### src/rtl/port_sched_pkg.sv
package port_sched_pkg;
  localparam int NPORT = 3;
  // mask/map bit positions
  localparam int PB_A = 0;
  localparam int PB_B = 1;
  localparam int PB_C = 2;

  typedef logic [NPORT-1:0] pmask_t;

  typedef enum logic {
    S_IDLE   = 1'b0,
    S_SEARCH = 1'b1
  } sched_st_e;
endpackage

### src/rtl/port_pick.sv
module port_pick
  import port_sched_pkg::*;
(
  input  pmask_t mask,
  input  pmask_t occ_row,
  output pmask_t grant,
  output logic   hit
);
  // fixed priority: port C, then port A, then port B
  always_comb begin
    grant = '0;
    if (mask[PB_C] && !occ_row[PB_C]) begin
      grant[PB_C] = 1'b1;
    end else if (mask[PB_A] && !occ_row[PB_A]) begin
      grant[PB_A] = 1'b1;
    end else if (mask[PB_B] && !occ_row[PB_B]) begin
      grant[PB_B] = 1'b1;
    end
  end

  assign hit = |grant;
endmodule

### src/rtl/resv_map.sv
module resv_map
  import port_sched_pkg::*;
#(
  parameter int DEPTH = 174,
  parameter int CW    = 9
) (
  input  logic                   clk,
  input  logic                   rst_n,
  input  logic                   clr,
  input  logic                   wr_en,
  input  logic [CW-1:0]          wr_idx,
  input  pmask_t                 wr_bits,
  output logic [DEPTH*NPORT-1:0] occ
);
  for (genvar r = 0; r < DEPTH; r++) begin : g_row
    pmask_t row_q;
    logic   row_en;

    assign row_en = clr || (wr_en && (wr_idx == CW'(r)));

    always_ff @(posedge clk or negedge rst_n) begin
      if (!rst_n) begin
        row_q <= '0;
      end else if (row_en) begin
        row_q <= clr ? '0 : (row_q | wr_bits);
      end
    end

    assign occ[r*NPORT +: NPORT] = row_q;
  end
endmodule

### src/rtl/port_resv_sched.sv
module port_resv_sched
  import port_sched_pkg::*;
#(
  parameter  int DEPTH = 174,
  localparam int CW    = $clog2(DEPTH) + 1
) (
  input  logic          clk,
  input  logic          rst_n,
  input  logic          clr,
  input  logic          req_valid,
  input  logic [2:0]    req_mask1,
  input  logic [2:0]    req_mask2,
  input  logic [CW-1:0] req_start,
  input  logic [CW-1:0] req_dep,
  input  logic          req_dependent,
  input  logic          req_commit,
  output logic          busy,
  output logic          done,
  output logic          fail,
  output logic [CW-1:0] res_cycle
);
  localparam logic [CW-1:0] LIMIT = CW'(DEPTH);

  sched_st_e st_q, st_d;
  logic [CW-1:0] cur_q, cur_d;
  pmask_t m1_q, m2_q;
  logic   cmt_q;
  logic   ld;
  logic   done_q, done_d, fail_q, fail_d;
  logic [CW-1:0] res_q, res_d;

  logic [DEPTH*NPORT-1:0] occ;
  logic [CW-1:0] base;
  logic   in_win;
  pmask_t row;
  pmask_t msk [2];
  pmask_t gnt [2];
  logic [1:0] hit;
  logic   fit;
  logic   wr_en;

  // eligible start cycle
  assign base = (req_dependent && (req_dep > req_start)) ? req_dep : req_start;

  assign in_win = (cur_q < LIMIT);

  always_comb begin
    row = '1;
    if (in_win) row = occ[NPORT*int'(cur_q) +: NPORT];
  end

  assign msk[0] = m1_q;
  assign msk[1] = m2_q;

  for (genvar g = 0; g < 2; g++) begin : g_pick
    port_pick u_pick (
      .mask    (msk[g]),
      .occ_row (row),
      .grant   (gnt[g]),
      .hit     (hit[g])
    );
  end

  assign fit   = hit[0] && ((m2_q == '0) || hit[1]);
  assign wr_en = (st_q == S_SEARCH) && in_win && fit && cmt_q;

  resv_map #(.DEPTH(DEPTH), .CW(CW)) u_map (
    .clk     (clk),
    .rst_n   (rst_n),
    .clr     (clr),
    .wr_en   (wr_en),
    .wr_idx  (cur_q),
    .wr_bits (gnt[0] | gnt[1]),
    .occ     (occ)
  );

  // next state
  always_comb begin
    st_d   = st_q;
    cur_d  = cur_q;
    ld     = 1'b0;
    done_d = 1'b0;
    fail_d = 1'b0;
    res_d  = res_q;
    case (st_q)
      S_IDLE: begin
        if (req_valid) begin
          if (req_mask1 == '0) begin
            done_d = 1'b1;
            res_d  = base;
          end else begin
            st_d  = S_SEARCH;
            cur_d = base;
            ld    = 1'b1;
          end
        end
      end
      S_SEARCH: begin
        if (!in_win) begin
          done_d = 1'b1;
          fail_d = 1'b1;
          res_d  = cur_q;
          st_d   = S_IDLE;
        end else if (fit) begin
          done_d = 1'b1;
          res_d  = cur_q;
          st_d   = S_IDLE;
        end else begin
          cur_d = cur_q + CW'(1);
        end
      end
      default: st_d = S_IDLE;
    endcase
  end

  // registers
  always_ff @(posedge clk or negedge rst_n) begin
    if (!rst_n) begin
      st_q   <= S_IDLE;
      cur_q  <= '0;
      done_q <= 1'b0;
      fail_q <= 1'b0;
      res_q  <= '0;
    end else begin
      st_q   <= st_d;
      cur_q  <= cur_d;
      done_q <= done_d;
      fail_q <= fail_d;
      res_q  <= res_d;
    end
  end

  always_ff @(posedge clk or negedge rst_n) begin
    if (!rst_n) begin
      m1_q  <= '0;
      m2_q  <= '0;
      cmt_q <= 1'b0;
    end else if (ld) begin
      m1_q  <= req_mask1;
      m2_q  <= req_mask2;
      cmt_q <= req_commit;
    end
  end

  assign busy      = (st_q == S_SEARCH);
  assign done      = done_q;
  assign fail      = fail_q;
  assign res_cycle = res_q;
endmodule

### config.mk
export PLATFORM = sky130hd
export DESIGN_NAME = port_resv_sched
export DESIGN_NICKNAME = d
export VERILOG_FILES = /design/src/rtl/port_sched_pkg.sv /design/src/rtl/port_pick.sv /design/src/rtl/resv_map.sv /design/src/rtl/port_resv_sched.sv
export SDC_FILE = /design/constraint.sdc
export NUM_CORES = 1
export LEC_CHECK = 0
export BUFFER_PORTS_ARGS = -buffer_cell sky130_fd_sc_hd__buf_2
export CAP_MARGIN = 20
export CORE_MARGIN = 5
export CORE_UTILIZATION = 35
export CTS_BUF_LIST = sky130_fd_sc_hd__clkbuf_8
export DETAILED_ROUTE_END_ITERATION = 12
export PLACE_DENSITY = 0.56
export SETUP_SLACK_MARGIN = 0.02
export SLEW_MARGIN = 20
export SYNTH_ARGS = -nofsm -noshare
export SYNTH_HDL_FRONTEND = slang
export SYNTH_SLANG_ARGS = --single-unit
export TNS_END_PERCENT = 5
### constraint.sdc
create_clock -name clk -period 4.2 [get_ports clk]
set_input_delay 0.21 -clock clk [delete_from_list [all_inputs] [get_ports clk]]
set_output_delay 0.21 -clock clk [all_outputs]
set_load 0.01 [all_outputs]
==> results.yml <==
run_status:
  outcome: "finished clean"
global_routing:
  first_global_vias: 20380
  gr-total-overflow: 0
  maximum_number_of_pins_on_one_net_before_global_route_repair: 247
  groute.usage.overall: 0.2064
  grt_first_pass_wirelength_mm: 127.1
  antenna_found_initial: 1
hold_path:
  tightest_hold_check_type: "primary input to flop"
cts:
  cts_tree: "built"
  clock_tree.buffer_depth: 3
  clock-root-buffer: "clkbuf_8"
  worstSkewPairLatency_ns: 0.70
  clk_pin_slew_ns: 0.06
  cts_buffers: 94
  cts-htree-levels: 3
  clock-sinks: 550
timing:
  finClkSkew_ns: 0.03645
  setup_ws_ns: 0.1198
  whs_ns: 0.03919
  tightestPinTransition_ns: 0.9745
  post-route-period-util: 0.9715
  totalNegativeSetupSlack_ns: 0
  finalSetupViolations: 0
  final-max-slew-violation-count: 0
  worst_slew_margin_rel: 0.3503
  final-hold-violation-count: 0
  fmax_mhz: 245.1
  layout_min_cycle_time_ns: 4.080
detailed_routing:
  route.detailed.vias_per_inst: 5.551
  drt_first_iter_violations: 1905
  drtAntennaViolNets: 0
  drc: 0
  dr_total_vias: 19867
  detail_route.wirelength_mm: 83.13
  wl_per_cell_um: 23.23
  firstDrtPassIters: 6
logic_synthesis:
  synth_seq_cells: 550
  yosysTopAreaCellShare: 0.5318
  synthSimpleGateAreaFrac: 0.04922
  synth_enable_flop_cells: 0
  syn-cell-area_mm2: 0.02588
  mappedNetlistNets: 2502
  yosysMostFrequentCell: "dfrtp_1"
  synth-compound-area-share: 0.1750
  cell_accounting_for_the_most_synthesized_area: "dfrtp_1"
  synth_top_family_by_area: "compound AO/OA/AOI/OAI gates"
  fraction_of_synthesis_flops_using_an_asynchronous_set_or_reset_pin: 1.000
  post_synth_mux_area_share: 0.1200
  synthesized_instance_count: 2459
  syn-mean-instance-area_um2: 10.52
  yosys-top-cells-area: "dfrtp_1 (53%), o22ai_1 (13%), inv_1 (7.9%), mux4_2 (7.1%), mux2i_1 (4.2%)"
  synth_warnings: 0
  synth_adder_area_share: 0.006285
  synth_xor_area_frac: 0
  list_of_most_frequent_post_synthesis_cells: "dfrtp_1 (550), inv_1 (543), o22ai_1 (539)"
  synth_flop_cell: "dfrtp_1"
  yosys.cell_types.count: 74
  synth_seq_area_share: 0.5318
critical_path:
  cp_max_fo: 16
  timing.reg2reg.worst_path_depth: 12
  worstPathRequired_ns: 4.77
  critical_path.reg2reg.endpoint: "res_cycle[1]"
  reg2reg_from: "cur_q[0]"
  cp-end-kind: "flop"
  rrSetupSlack_ns: 0.12
  critical_path_class: "flop to flop"
  crit_path_start: "cur_q[0]"
  worst_ep_arrival_time_ns: 4.65
  worst_setup_path_endpoint: "res_cycle[1]"
  launching_element_type_of_the_critical_path: "flop"
die:
  placeableCoreArea_mm2: 0.07308
  floorplan.io_pins: 42
  start_util: 0.3541
  die-height_um: 281.9
  dieArea_mm2: 0.07948
  floorplan.rows: 99
  die_x_um: 281.9
placed_design:
  place_ws_ns: -0.01907
  dp.cells: 3399
  io_buffers: 41
  dp.final_hpwl_mm: 52.45
  routabilityCongestion: 0.9382
power_and_ir_drop:
  power.leakage_nw: 12.45
  cellPowerDensity_mw_per_mm2: 524.6
  vdd_ir_drop_max_v: 0.0003003
flow_run:
  drv.max_cap_violation_count: 0
cells_and_area:
  area_growth_syn_to_layout_pct: 16.83
  layout_cell_share_with_drive_strength_beyond_1: 0.1825
  finalCoreUtilization: 0.4137
  final_nets: 2596
  post_layout_nonfiller_instances: 3579
  fillerInstances: 7005
[registers in the layout (all words and copies together) (netlist names)]
register           count
fail                   1
m1_q                   3
busy                   1
cur_q                  9
done                   1
cmt_q                  1
m2_q                   3
u_map.g_row.row_q    522
res_cycle              9
[through the flow]
step	instance area [µm²]	power (mW)
global route	30230	16.46
detailed placement	28050	10.81
finish	30230	15.86
CTS	30140	15.85
global placement	28050	10.82
floorplan	25880	8.700
[cells by family after synthesis]
kind of cell | Yosys count
simple gates | 238
fa+ha+maj | 13
flops | 550
mux | 203
buf+inv | 758
compound gates | 697
[cell usage in the layout (no fill, tap or decap), types with 4 or more instances in the layout]
cell,synthesis,final
inv_1,543,566
dfrtp_1,550,547
o22ai_1,539,539
clkbuf_8,0,126
buf_4,6,114
mux2i_1,108,108
mux4_2,82,82
nand2_1,70,70
buf_12,0,43
buf_2,54,39
a22oi_1,36,36
nor2_1,29,29
nand3_1,38,29
o21ai_0,21,20
a21oi_1,18,18
nor3_1,18,18
nand3_2,8,17
ha_1,13,13
dlygate4sd3_1,0,13
a211oi_1,11,9
nor4_1,10,9
nor2b_1,10,8
nand2b_1,8,8
o211ai_1,8,8
mux2_4,8,8
clkinv_2,0,8
and3_1,7,7
and2_1,6,6
a21o_1,6,6
a22o_1,5,5
nand4_1,5,5
nand3b_1,4,4
a31oi_1,4,4
mux2_2,4,4
o41ai_1,5,4
[critical path: stages (launching register included)]
cell and delay (ns):
dfrtp_4 0.49, buf_12 0.21, buf_12 0.20, mux4_2 0.50, mux2i_1 0.26, a22oi_1 0.16, a211oi_2 0.26, nand4_2 0.19
or4_4 0.47, and4b_4 0.25, or3_1 0.41, buf_4 0.22, mux2_4 0.30
[worst min-delay path by stage]
stage	slack [ns]	startpoint	cells past startpoint	to
final	0.04	req_dep[3]	4	res_cycle[3]
after global placement	0.38	rst_n	1	u_map.g_row[109].row_q[0]
after floorplan	-0.09	rst_n	0	busy
after detailed placement	0.39	rst_n	1	u_map.g_row[99].row_q[0]
after global routing	0.04	req_dep[0]	4	cur_q[0]
after CTS	0.005	req_start[3]	4	res_cycle[3]
[layout make-up]
class | count | area (µm²) | share of cell area
Clock buffer | 126 | 1734 | 0.05736
Clock inverter | 36 | 214.0 | 0.007077
Sequential cell | 550 | 13770 | 0.4555
Inverter | 544 | 2042 | 0.06754
Timing Repair Buffer | 212 | 2100 | 0.06945
Antenna cell | 1 | 2.502 | 0.00008277
Tap cell | 959 | 1200 | 0.03969
Multi-Input combinational cell | 1151 | 9169 | 0.3033
[layer usage]
metal  GRT usage  share of wire
met1      0.2874           0.43
met2      0.3284           0.47
met3     0.04264          0.064
met4     0.06151          0.027
met5           0              0
[report_power, final]
part / switching [mW] / total (mW) / internal (mW)
combinational: 3.21 / 5.15 / 1.95
sequential: 0.266 / 5.72 / 5.45
clock: 2.21 / 4.99 / 2.78
[repair_timing]
action,in CTS,in global routing
endpoints found under the setup margin,57,499
pin swaps,0,0
resized for setup,1,9
endpoints found under the hold margin,117,0
gates cloned,0,0
hold buffers,13,0
setup buffers,0,3
Power figures use the tool's default switching activity.
